$ cat src/rtl/mon_setup_pkg.sv
package mon_setup_pkg;
   localparam int THR_W    = 10;
   localparam int BYTE_W   = 8;
   localparam int REC_LEN  = 3;
   localparam int CLR_BITS = 4;

   typedef enum logic [1:0] {
      PH_CFG  = 2'd0,
      PH_REC  = 2'd1,
      PH_DONE = 2'd2
   } phase_t;
endpackage

$ cat src/rtl/msp_sequencer.sv
module msp_sequencer
   import mon_setup_pkg::*;
#(
   parameter int NUM_CH = 4,
   localparam int SEL_W = $clog2(NUM_CH)
) (
   input  logic             clk,
   input  logic             rst_n,
   input  logic             start_pulse,
   input  logic             byte_vld,
   input  logic [SEL_W-1:0] hi_chan_sel,
   input  logic             diff_mode,
   output logic             cfg_take,
   output logic             rec_take,
   output logic [1:0]       rec_idx,
   output logic [SEL_W-1:0] cur_ch,
   output logic             diff_l
);
   phase_t           phase;
   logic [SEL_W-1:0] sel_l;
   logic [SEL_W:0]   next_ch;

   assign cfg_take = byte_vld && !start_pulse && (phase == PH_CFG);
   assign rec_take = byte_vld && !start_pulse && (phase == PH_REC);
   assign next_ch  = {1'b0, cur_ch} + (diff_l ? (SEL_W+1)'(2) : (SEL_W+1)'(1));

   always_ff @(posedge clk or negedge rst_n) begin
      if (!rst_n) begin
         phase   <= PH_CFG;
         rec_idx <= '0;
         cur_ch  <= '0;
         sel_l   <= '0;
         diff_l  <= 1'b0;
      end else if (start_pulse) begin
         phase   <= PH_CFG;
         rec_idx <= '0;
         cur_ch  <= '0;
      end else if (cfg_take) begin
         phase   <= PH_REC;
         rec_idx <= '0;
         cur_ch  <= '0;
         sel_l   <= hi_chan_sel;
         diff_l  <= diff_mode;
      end else if (rec_take) begin
         if (rec_idx == 2'(REC_LEN-1)) begin
            rec_idx <= '0;
            if (next_ch > {1'b0, sel_l}) phase <= PH_DONE;
            else                          cur_ch <= next_ch[SEL_W-1:0];
         end else begin
            rec_idx <= rec_idx + 2'd1;
         end
      end
   end
endmodule

$ cat src/rtl/msp_assembler.sv
module msp_assembler
   import mon_setup_pkg::*;
#(
   parameter int NUM_CH = 4
) (
   input  logic              clk,
   input  logic              rst_n,
   input  logic              cfg_take,
   input  logic              rec_take,
   input  logic [1:0]        rec_idx,
   input  logic [BYTE_W-1:0] byte_data,
   output logic [2:0]        delay_code,
   output logic              irq_enable,
   output logic [NUM_CH-1:0] alarm_clr,
   output logic              commit,
   output logic [THR_W-1:0]  commit_lo,
   output logic [THR_W-1:0]  commit_up
);
   logic [5:0] lo_hi;
   logic [3:0] lo_lo;
   logic [1:0] up_hi;
   logic [NUM_CH-1:0] clr_bits;

   always_comb begin
      for (int i = 0; i < NUM_CH; i++) clr_bits[i] = byte_data[BYTE_W-1-i];
   end

   always_ff @(posedge clk or negedge rst_n) begin
      if (!rst_n) begin
         delay_code <= '0;
         irq_enable <= 1'b0;
         alarm_clr  <= '0;
      end else begin
         alarm_clr <= cfg_take ? clr_bits : '0;
         if (cfg_take) begin
            delay_code <= byte_data[3:1];
            irq_enable <= byte_data[0];
         end
      end
   end

   always_ff @(posedge clk or negedge rst_n) begin
      if (!rst_n) begin
         lo_hi <= '0;
         lo_lo <= '0;
         up_hi <= '0;
      end else if (rec_take) begin
         if (rec_idx == 2'd0) lo_hi <= byte_data[5:0];
         if (rec_idx == 2'd1) begin
            lo_lo <= byte_data[7:4];
            up_hi <= byte_data[1:0];
         end
      end
   end

   assign commit    = rec_take && (rec_idx == 2'(REC_LEN-1));
   assign commit_lo = {lo_hi, lo_lo};
   assign commit_up = {up_hi, byte_data};
endmodule

$ cat src/rtl/msp_chan_regs.sv
module msp_chan_regs
   import mon_setup_pkg::*;
#(
   parameter int NUM_CH = 4,
   localparam int SEL_W = $clog2(NUM_CH)
) (
   input  logic                    clk,
   input  logic                    rst_n,
   input  logic                    commit,
   input  logic [SEL_W-1:0]        cur_ch,
   input  logic                    diff_l,
   input  logic [THR_W-1:0]        commit_lo,
   input  logic [THR_W-1:0]        commit_up,
   output logic [NUM_CH*THR_W-1:0] lo_thresh,
   output logic [NUM_CH*THR_W-1:0] up_thresh,
   output logic [NUM_CH-1:0]       thresh_upd
);
   for (genvar i = 0; i < NUM_CH; i++) begin : g_ch
      logic wr;
      if (i % 2 == 1) begin : g_odd
         assign wr = commit && ((cur_ch == SEL_W'(i)) ||
                                (diff_l && cur_ch == SEL_W'(i-1)));
      end else begin : g_even
         assign wr = commit && (cur_ch == SEL_W'(i));
      end

      always_ff @(posedge clk or negedge rst_n) begin
         if (!rst_n) begin
            lo_thresh[i*THR_W +: THR_W] <= '0;
            up_thresh[i*THR_W +: THR_W] <= '1;
            thresh_upd[i]               <= 1'b0;
         end else begin
            thresh_upd[i] <= wr;
            if (wr) begin
               lo_thresh[i*THR_W +: THR_W] <= commit_lo;
               up_thresh[i*THR_W +: THR_W] <= commit_up;
            end
         end
      end
   end
endmodule

$ cat src/rtl/mon_setup_parser.sv
module mon_setup_parser
   import mon_setup_pkg::*;
#(
   parameter int NUM_CH = 4,
   localparam int SEL_W = $clog2(NUM_CH)
) (
   input  logic                    clk,
   input  logic                    rst_n,
   input  logic                    start_pulse,
   input  logic                    byte_vld,
   input  logic [7:0]              byte_data,
   input  logic [SEL_W-1:0]        hi_chan_sel,
   input  logic                    diff_mode,
   output logic [2:0]              delay_code,
   output logic                    irq_enable,
   output logic [NUM_CH-1:0]       alarm_clr,
   output logic [NUM_CH*THR_W-1:0] lo_thresh,
   output logic [NUM_CH*THR_W-1:0] up_thresh,
   output logic [NUM_CH-1:0]       thresh_upd
);
   if (NUM_CH != 2 && NUM_CH != CLR_BITS) begin : g_bad_num_ch
      $error("NUM_CH must be 2 or 4");
   end

   logic             cfg_take, rec_take, commit, diff_l;
   logic [1:0]       rec_idx;
   logic [SEL_W-1:0] cur_ch;
   logic [THR_W-1:0] commit_lo, commit_up;

   msp_sequencer #(.NUM_CH(NUM_CH)) i_seq (
      .clk(clk), .rst_n(rst_n), .start_pulse(start_pulse), .byte_vld(byte_vld),
      .hi_chan_sel(hi_chan_sel), .diff_mode(diff_mode), .cfg_take(cfg_take),
      .rec_take(rec_take), .rec_idx(rec_idx), .cur_ch(cur_ch), .diff_l(diff_l)
   );

   msp_assembler #(.NUM_CH(NUM_CH)) i_asm (
      .clk(clk), .rst_n(rst_n), .cfg_take(cfg_take), .rec_take(rec_take),
      .rec_idx(rec_idx), .byte_data(byte_data), .delay_code(delay_code),
      .irq_enable(irq_enable), .alarm_clr(alarm_clr), .commit(commit),
      .commit_lo(commit_lo), .commit_up(commit_up)
   );

   msp_chan_regs #(.NUM_CH(NUM_CH)) i_regs (
      .clk(clk), .rst_n(rst_n), .commit(commit), .cur_ch(cur_ch), .diff_l(diff_l),
      .commit_lo(commit_lo), .commit_up(commit_up), .lo_thresh(lo_thresh),
      .up_thresh(up_thresh), .thresh_upd(thresh_upd)
   );
endmodule

$ cat config.mk
export PLATFORM = sky130hd
export DESIGN_NAME = mon_setup_parser
export DESIGN_NICKNAME = d
export VERILOG_FILES = /design/src/rtl/mon_setup_pkg.sv /design/src/rtl/msp_sequencer.sv /design/src/rtl/msp_assembler.sv /design/src/rtl/msp_chan_regs.sv /design/src/rtl/mon_setup_parser.sv
export SDC_FILE = /design/constraint.sdc
export NUM_CORES = 1
export LEC_CHECK = 0
export BUFFER_PORTS_ARGS = -buffer_cell sky130_fd_sc_hd__buf_2
export CORE_ASPECT_RATIO = 0.75
export CORE_MARGIN = 4
export CORE_UTILIZATION = 51
export CTS_BUF_LIST = sky130_fd_sc_hd__clkbuf_16
export CTS_CLUSTER_DIAMETER = 120
export CTS_CLUSTER_SIZE = 8
export DETAILED_ROUTE_END_ITERATION = 8
export GPL_TIMING_DRIVEN = 0
export PLACE_DENSITY = 0.85
export SETUP_SLACK_MARGIN = 0.5
export SLEW_MARGIN = 10
export SYNTH_ARGS = -nofsm -noshare
export SYNTH_HDL_FRONTEND = slang
export SYNTH_SLANG_ARGS = --single-unit
$ cat constraint.sdc
create_clock -name clk -period 5.9 [get_ports clk]
set_input_delay 0.295 -clock clk [delete_from_list [all_inputs] [get_ports clk]]
set_output_delay 0.295 -clock clk [all_outputs]
set_load 0.01 [all_outputs]
==> flow_summary.toml, run 1 <==
[outcome]
status = "completed"

[worst_setup_path]
critPathMaxFanout = 3
endpoint_kind = "flip-flop"
start_kind = "flip-flop"
criticalPathCategory = "reg -> reg"
cp.required_ns = 6.22
arrival_ns = 2.83

[power]
p_seq_share_pct = 47.6
clkPwrFrac_pct = 46.4
ir_worst_vdd_mv = 0.215
combPwrFrac_pct = 6.0
intPower_mw = 1.38
power.leakage_nw = 3.09
power_switching_share_pct = 22.9
p_sw_uw = 411
powerDensity_nw_per_um2 = 318

[sta]
rsz0062_at_grt = "no"
hold_violations = 0
hold_slack_ns = 0.116
slew_headroom_pct = 38.8
skew_ns = 0.00732
tightest_slew_ns = 0.916
tns_ns = 0
period_share_pct = 42.5
setup_viol = 0
min_period_ns = 2.51
fmax_mhz = 399
slew_viol_final = 0

[layout]
diodes = 0
drive_above_1_share_pct = 54.7
layout_commonest_cell = "buf_2"
design_area_um2 = 5640
final_nets = 418
syn_to_final_growth_pct = 27.0
mostFrequentLayoutCells = "buf_2, dfrtp_1, mux2_1"

[clock_tree]
ctsHoldBuffers = 1
clkTransAtPathRegs_ns = 0.05
cts_tree = "done"
clk_latency_ns = 0.40
cts-resized-gates = 0
cts_setup_buffers = 0
clockBufferDepth = 2
htree_num_levels = 4
cts_sinks = 113
cts-root-buf = "clkbuf_16"
numCtsBuffers = 17

[global_routing]
first_global_vias = 2912
track_usage_pct = 20.7
grt_remaining_overflow = 0
antenna_found_initial = 0
grt_pass1_wl_um = 15700
grt_max_degree = 79

[logic_synthesis]
synth_top_cell_by_area = "dfrtp_1"
yosys_warnings = 0
synth-seq-cells = 113
synth_xor_area_share_pct = 0
yosys.area_share.adder_pct = 1.30
synth_edf_count = 0
netlist_area_um2 = 4440
syn_nets = 291
syn-instance-count = 272
synth_top_family_by_area = "multiplexers"
ys.flop_type = "dfrtp_1"
synthSimpleGateAreaFrac_pct = 4.06
synth_top_area_share_pct = 41.2
synthMuxAreaShare_pct = 26.7
yosysSeqAreaShare_pct = 64.8
postSynthAreaPerCell_um2 = 16.3
synth_compound_area_share_pct = 1.24
synth.area.top_cells = "dfrtp_1, dfstp_2, mux2_1, mux2_4, mux2_2"
synth_async_sr_flop_share_pct = 100
yosysUniqueCellTypes = 31

[die]
ioPinCount = 107
die_w_um = 116
die_area_um2 = 10300
rows = 29
dieHeight_um = 88.8
core_um2 = 8450
initial_core_util_pct = 52.5

[drt]
first_pass_iters = 4
drc_errors = 0
drt-vias-per-instance = 5.16
vias = 2679
drt_iter0_drc = 144
wirelength_um = 9550
wl_per_cell_um = 18.4
ant_nets = 0

[placed_design]
port_buffers = 106
hpwl_um = 6630
globalplace.congestion = 0.742
place_area_um2 = 5140

[worst_hold_path]
hold_class = "in -> reg"

[flow_run]
cap_violations = 0
-- sequential cells by signal (all words and copies together) (netlist names), 3 cells and up --
register,count
i_asm.delay_code,3
i_regs.up_thresh,40
i_asm.alarm_clr,4
i_regs.lo_thresh,40
i_asm.lo_hi,6
i_regs.thresh_upd,4
i_asm.lo_lo,4
-- power by group through the flow --
stage	Clock (mW)	Sequential, mW	Combinational (mW)
final	0.832	0.854	0.107
after CTS	0.851	0.855	0.109
after global placement	0	0.863	0.101
after global routing	0.897	0.861	0.123
after detailed placement	0	0.866	0.107
after floorplan	0	0.858	0.0533
-- cells in the mapped netlist (all sizes together), types with 2 or more instances --
| library cell | n |
|---|---|
| and2 | 4 |
| dfstp | 40 |
| dfrtp | 73 |
| nand2b | 2 |
| nor2b | 3 |
| nand2 | 8 |
| buf | 6 |
| mux2i | 2 |
| ha | 3 |
| nor2 | 5 |
| a22oi | 2 |
| mux2 | 97 |
| o21ai | 4 |
| clkbuf | 3 |
| inv | 8 |
-- worst paths after layout --
path,from,to,slack (ns),cells after the start
setup / recovery,i_seq.diff_l$_DFFE_PN0P_,i_seq.cur_ch[1]$_DFFE_PN0P_,3.39,8
hold / removal,hi_chan_sel[1],i_seq.sel_l[1]$_DFFE_PN0P_,0.12,3
setup reg to reg,i_seq.diff_l$_DFFE_PN0P_,i_seq.cur_ch[1]$_DFFE_PN0P_,3.39,8
hold reg to reg,i_regs.lo_thresh[15]$_DFFE_PN0P_,i_regs.lo_thresh[15]$_DFFE_PN0P_,0.48,1
max in group asynchronous,rst_n,i_regs.up_thresh[4]$_DFFE_PN1P_,4.82,3
min in group asynchronous,rst_n,i_regs.lo_thresh[24]$_DFFE_PN0P_,0.36,2
-- per-stage QoR --
step / util [%] / std cells / worst slack, ns / power, mW
5_1_grt: 66.7 / 519 / 3.25 / 1.88
3_3_place_gp: 60.4 / 486 / 3.35 / 0.964
2_1_floorplan: - / 272 / 3.64 / 0.911
6_report: 66.7 / 519 / 3.39 / 1.79
4_1_cts: 66.7 / 519 / 3.41 / 1.81
3_5_place_dp: 60.8 / 487 / 3.44 / 0.973
-- logic make-up after synthesis --
| group | count (synthesis) |
|---|---|
| compound gates | 9 |
| simple gates | 30 |
| flops | 113 |
| buf+inv | 17 |
| fa+ha+maj | 4 |
| mux | 99 |
-- worst max-delay path, cell delays in order (launching register included) --
cell     delay [ns]
dfrtp_1        0.39
inv_1          0.08
ha_1           0.22
fa_1           0.46
ha_1           0.30
nor2b_1        0.13
o21ai_0        0.19
nor3b_1        0.41
mux2i_1        0.25
-- metal layers --
layer	vias to the layer above	GRT usage (%)	share of wire, %
met5	-	0	0
met2	96	31.3	46
li1	1211	-	-
met4	0	7.80	1.2
met3	14	8.00	7.8
met1	1358	27.3	45
-- final cells by class --
class | instances | area (um2)
buffer | 9 | 53.8
clock buffer | 17 | 425
clock inverter | 14 | 62.6
fill | 613 | 2820
inverter | 8 | 30.0
multi-input combinational | 142 | 1480
sequential | 113 | 2880
tap | 108 | 135
timing repair buffer | 108 | 574
No activity file was read; power rests on OpenSTA's default activity.
==> run 2: changes to the inputs <==
==> constraint.sdc (replaced) <==
create_clock -name clk -period 2.43 [get_ports clk]
set_input_delay 0.1215 -clock clk [delete_from_list [all_inputs] [get_ports clk]]
set_output_delay 0.1215 -clock clk [all_outputs]
set_load 0.01 [all_outputs]
==> run 2 against run 1 <==
Net effect: global-route usage grew 0.52 points; wire length grew 7.8%; core utilization grew 4.0 points; worst setup slack lost 3.2 ns; critical path type unchanged.
==> flow_summary.toml, run 2 (same netlist as run 1, synthesis figures left out) <==
[placed_design]
port_buffers = 106
globalplace.congestion = 0.732
hpwl_um = 6740

[power]
clkPwrFrac_pct = 48.4
p_sw_mw = 1.03
power.leakage_nw = 3.28
combPwrFrac_pct = 6.7
p_seq_share_pct = 44.8
ir_worst_vdd_mv = 0.605
powerDensity_nw_per_um2 = 775
intPower_mw = 3.60
power_switching_share_pct = 22.2

[die]
rows = 29
initial_core_util_pct = 52.5
ioPinCount = 107
dieHeight_um = 88.8
core_um2 = 8450
die_w_um = 116
die_area_um2 = 10300

[drt]
vias = 2790
ant_nets = 0
first_pass_iters = 4
wl_per_cell_um = 19.2
drc_errors = 0
wirelength_um = 10300
drt_iter0_drc = 181
drt-vias-per-instance = 5.20

[clock_tree]
cts-root-buf = "clkbuf_16"
clk_latency_ns = 0.41
clockBufferDepth = 2
htree_num_levels = 4
numCtsBuffers = 17
cts_tree = "done"
cts_sinks = 113
clkTransAtPathRegs_ns = 0.05

[layout]
fillers = 563
seqCellArea_um2 = 2880
drive_above_1_share_pct = 57.1
diodes = 0
mostFrequentLayoutCells = "buf_2, dfrtp_1, mux2_1"
final_nets = 435
syn_to_final_growth_pct = 34.6
multi_input_area_um2 = 1530
utilization_pct = 70.7
top_regs = "i_regs.lo_thresh x40, i_regs.up_thresh x40, i_asm.lo_hi x6"
layout_commonest_cell = "buf_2"

[sta]
min_period_ns = 2.24
setup_viol = 0
slew_headroom_pct = 57.0
period_share_pct = 92.3
tns_ns = 0
fmax_mhz = 446
skew_ns = 0.00572
hold_violations = 0
slew_viol_final = 0
tightest_slew_ns = 0.642
rsz0062_at_grt = "yes"

[worst_setup_path]
critPathMaxFanout = 2
start_kind = "flip-flop"
endpoint_kind = "flip-flop"
criticalPathCategory = "reg -> reg"
arrival_ns = 2.56
cp.required_ns = 2.75

[global_routing]
antenna_found_initial = 0
grt_remaining_overflow = 0
grt_pass1_wl_um = 15800
first_global_vias = 2922
track_usage_pct = 21.2
grt_max_degree = 69

[worst_hold_path]
hold_class = "in -> reg"

[outcome]
status = "completed"

[flow_run]
cap_violations = 0
run 2: cell types whose count changed in the layout (fill, tap and decap cells not counted), sizes merged:
cell | before | now
buf | 113 | 126
dlygate4sd3 | 1 | 6
bufinv | 0 | 2
clkbuf | 20 | 19
clkinvlp | 1 | 0
run 2: critical path, cell delays in order (launching register included):
cell     delay (ns)
dfrtp_2        0.42
ha_4           0.16
fa_1           0.47
ha_1           0.30
nor2b_1        0.13
o21ai_1        0.17
nor3b_4        0.27
mux2i_1        0.23
run 2: area by class of cell:
type                            count  area share [%]
Sequential cell                   113            48.2
Tap cell                          108            2.26
Inverter                            8           0.503
Multi-Input combinational cell    142            25.6
Buffer                              9            1.86
Timing Repair Buffer              125            12.6
Clock inverter                     15            1.88
Clock buffer                       17            7.12
run 2: through the flow:
| step | hold slack, ns | total power, mW | std cells | cell area, um2 | setup slack (ns) |
|---|---|---|---|---|---|
| 6_report | 0.0193 | 4.63 | 537 | 5980 | 0.187 |
| 5_1_grt | 0.0113 | 4.81 | 537 | 5980 | 0.0831 |
| 4_1_cts | 0.00607 | 4.67 | 532 | 5890 | 0.214 |
| 3_5_place_dp | 0.0705 | 2.37 | 487 | 5140 | 0.122 |
| 3_3_place_gp | 0.329 | 2.34 | 486 | 5110 | 0.0490 |
| 2_1_floorplan | -0.174 | 2.22 | 272 | 4450 | 0.339 |
run 2: final timing paths:
path,startpoint,end,slack (ns),depth (start not counted)
max reg2reg,i_seq.cur_ch[0]$_DFFE_PN0P_,i_seq.cur_ch[0]$_DFFE_PN0P_,0.19,7
max in group asynchronous,rst_n,i_regs.up_thresh[6]$_DFFE_PN1P_,1.50,3
min,byte_data[7],i_asm.alarm_clr[0]$_DFF_PN0_,0.02,2
min in group asynchronous,rst_n,i_regs.lo_thresh[24]$_DFFE_PN0P_,0.22,2
max,i_seq.cur_ch[0]$_DFFE_PN0P_,i_seq.cur_ch[0]$_DFFE_PN0P_,0.19,7
min reg2reg,i_regs.lo_thresh[13]$_DFFE_PN0P_,i_regs.lo_thresh[13]$_DFFE_PN0P_,0.48,1
run 2: repair_timing:
| action | CTS | global route |
|---|---|---|
| setup buffers | 6 | 4 |
| pin swaps | 3 | 2 |
| cloned | 1 | 1 |
| setup endpoints to repair | 72 | 61 |
| endpoints found under the hold margin | 52 | 0 |
| hold buffers | 6 | 0 |
| gates resized for setup | 19 | 12 |
run 2: power groups by stage:
stage	Sequential [mW]	Clock (mW)	Combinational, mW
finish	2.08	2.24	0.311
detailed placement	2.10	0	0.267
floorplan	2.08	0	0.132
global route	2.09	2.38	0.347
CTS	2.07	2.29	0.307
global placement	2.09	0	0.247
run 2: layer usage:
metal | up-vias | track usage, % | routed length, um
li1 | 1244 | - | -
met3 | 14 | 7.72 | 756
met4 | 0 | 8.11 | 121
met5 | - | 0 | 0
met2 | 101 | 34.0 | 5020
met1 | 1431 | 26.6 | 4400
==> run 3: changes to the inputs <==
--- a/config.mk
+++ b/config.mk
@@ -8,13 +8,13 @@
 export BUFFER_PORTS_ARGS = -buffer_cell sky130_fd_sc_hd__buf_2
 export CORE_ASPECT_RATIO = 0.75
 export CORE_MARGIN = 4
-export CORE_UTILIZATION = 51
+export CORE_UTILIZATION = 48
 export CTS_BUF_LIST = sky130_fd_sc_hd__clkbuf_16
 export CTS_CLUSTER_DIAMETER = 120
 export CTS_CLUSTER_SIZE = 8
 export DETAILED_ROUTE_END_ITERATION = 8
 export GPL_TIMING_DRIVEN = 0
-export PLACE_DENSITY = 0.85
+export PLACE_DENSITY = 0.84
 export SETUP_SLACK_MARGIN = 0.5
 export SLEW_MARGIN = 10
 export SYNTH_ARGS = -nofsm -noshare
==> constraint.sdc (replaced) <==
create_clock -name clk -period 1.85 [get_ports clk]
set_input_delay 0.0925 -clock clk [delete_from_list [all_inputs] [get_ports clk]]
set_output_delay 0.0925 -clock clk [all_outputs]
set_load 0.01 [all_outputs]
==> run 3 against run 2 <==
Net effect: the flow now finishes with violations (setup timing); non-clock buffer count increased by 29; fmax down 1.8%; clock power up 39%; die area increased by 5.7%; worst setup slack got worse by 0.62 ns; combinational power up 130%; worst hold slack lost 0.0046 ns; critical path depth rose by 1; critical endpoint unchanged; sequential share of layout area is 6.6 points lower.
==> flow_summary.toml, run 3 (same netlist as run 1, synthesis figures left out) <==
[global_routing]
antenna_found_initial = 0
grt_pass1_wl_um = 18600
first_global_vias = 3147
grt_max_degree = 68
grt_remaining_overflow = 0
track_usage_pct = 22.9

[drt]
first_pass_iters = 4
drt_iter0_drc = 167
met3_length_um = 593
drt-vias-per-instance = 5.26
drc_errors = 0
wl_met2_um = 6110
vias = 3085
drt-met1-wl_um = 5700
ant_nets = 0
wl_per_cell_um = 21.7
wirelength_um = 12700
dr.max_layer_used = "met4"

[sta]
slew_viol_final = 0
period_share_pct = 124
fmax_mhz = 438
tns_ns = -8.11
hold_violations = 0
tightest_slew_ns = 0.465
hold_slack_ns = 0.0146
slew_headroom_pct = 68.9
setup_viol = 79
rsz0062_at_grt = "yes"
min_period_ns = 2.28
skew_ns = 0.00717
setup_ws_ns = -0.435

[power]
power_switching_share_pct = 23.0
ir_worst_vdd_mv = 0.702
powerDensity_nw_per_um2 = 951
clkPwrFrac_pct = 47.3
combPwrFrac_pct = 10.9
p_sw_mw = 1.51
power.leakage_nw = 3.76
p_seq_share_pct = 41.7
intPower_mw = 5.06

[clock_tree]
numCtsBuffers = 17
clkTransAtPathRegs_ns = 0.05
cts_sinks = 113
clk_latency_ns = 0.41
clockBufferDepth = 2
cts-root-buf = "clkbuf_16"
htree_num_levels = 4
cts_tree = "done"

[worst_setup_path]
start_kind = "flip-flop"
arrival_ns = 2.61
critPathMaxFanout = 2
criticalPathCategory = "reg -> reg"
cp.required_ns = 2.17
endpoint_kind = "flip-flop"

[placed_design]
port_buffers = 106
hpwl_um = 6690
placedCellCount = 507
globalplace.congestion = 0.763

[die]
die_w_um = 119
dieHeight_um = 91.3
ioPinCount = 107
rows = 30
die_area_um2 = 10900
initial_core_util_pct = 49.1
core_um2 = 9050

[layout]
layoutNonFillerInstCount = 586
diodes = 0
final_nets = 464
mostFrequentLayoutCells = "buf_2, mux2_4, dfrtp_1"
syn_to_final_growth_pct = 55.9
fillers = 522
layout_commonest_cell = "buf_2"
top_regs = "i_regs.lo_thresh x40, i_regs.up_thresh x40, i_asm.lo_hi x6"
drive_above_1_share_pct = 76.2

[flow_run]
cap_violations = 0

[outcome]
status = "finished with violations"
violations = "setup timing"

[worst_hold_path]
hold_class = "in -> reg"
run 3: cell types whose count changed in the layout (fill, tap and decap cells not counted), moves of 3 or more:
| cell | before | now |
|---|---|---|
| and2_1 | 4 | 0 |
| and2_4 | 0 | 4 |
| buf_16 | 2 | 5 |
| buf_6 | 7 | 22 |
| buf_8 | 0 | 7 |
| mux2_1 | 53 | 0 |
| mux2_2 | 25 | 0 |
| mux2_4 | 19 | 97 |
| nand2_1 | 8 | 2 |
| nand2_4 | 0 | 3 |
| o21ai_0 | 3 | 0 |
run 3: area by class of cell:
type	instances	area [um2]	share of cell area, %
clock buffer	17	425	6.15
clock inverter	15	139	2.01
timing repair buffer	154	1120	16.2
sequential	113	2880	41.6
tap	128	160	2.32
inverter	8	30.0	0.434
multi-input combinational	142	1990	28.7
buffer	9	175	2.53
run 3: stage by stage:
| stage | total power [mW] | worst slack (ns) | instance area [um2] | utilization, % |
|---|---|---|---|---|
| finish | 6.58 | -0.435 | 6920 | 76.5 |
| CTS | 6.44 | -0.399 | 6670 | 73.7 |
| global placement | 3.08 | -0.490 | 5280 | 58.4 |
| floorplan | 2.92 | -0.241 | 4590 | - |
| detailed placement | 3.12 | -0.430 | 5320 | 58.8 |
| global route | 6.79 | -0.498 | 6920 | 76.5 |
run 3: timing repair:
| action | in CTS | in global routing |
|---|---|---|
| gates cloned | 5 | 2 |
| setup endpoints to repair | 110 | 112 |
| pin swaps | 12 | 14 |
| gates resized for setup | 118 | 31 |
| hold buffers | 7 | 0 |
| setup buffers | 20 | 13 |
| endpoints found under the hold margin | 56 | 0 |
run 3: worst max-delay path: stages (launching register included):
cell and delay [ns]:
dfrtp_1 0.38, inv_2 0.07, ha_4 0.16, fa_2 0.56, ha_4 0.22, nor2b_4 0.14, o21ai_4 0.16, nor3b_4 0.29
mux2i_1 0.23
run 3: worst paths after layout:
check / from / to / slack [ns] / cells after the start
setup reg to reg: i_seq.diff_l$_DFFE_PN0P_ / i_seq.cur_ch[0]$_DFFE_PN0P_ / -0.43 / 8
setup / recovery: i_seq.diff_l$_DFFE_PN0P_ / i_seq.cur_ch[0]$_DFFE_PN0P_ / -0.43 / 8
min in group asynchronous: rst_n / i_regs.lo_thresh[34]$_DFFE_PN0P_ / 0.18 / 2
hold reg to reg: i_regs.lo_thresh[0]$_DFFE_PN0P_ / i_regs.lo_thresh[0]$_DFFE_PN0P_ / 0.51 / 1
hold / removal: byte_data[6] / i_asm.alarm_clr[1]$_DFF_PN0_ / 0.01 / 2
max in group asynchronous: rst_n / i_regs.up_thresh[34]$_DFFE_PN1P_ / 0.96 / 3
run 3: power by group through the flow:
stage | combinational [mW] | clock, mW | sequential [mW]
CTS | 0.555 | 3.15 | 2.73
global route | 0.763 | 3.27 | 2.76
global placement | 0.333 | 0 | 2.75
detailed placement | 0.359 | 0 | 2.76
floorplan | 0.179 | 0 | 2.74
finish | 0.719 | 3.11 | 2.74
run 3: layer usage:
layer | GRT usage, % | vias up
met3 | 4.79 | 27
met1 | 30.9 | 1642
met4 | 10.4 | 0
met2 | 35.8 | 109
met5 | 0 | -
li1 | - | 1307
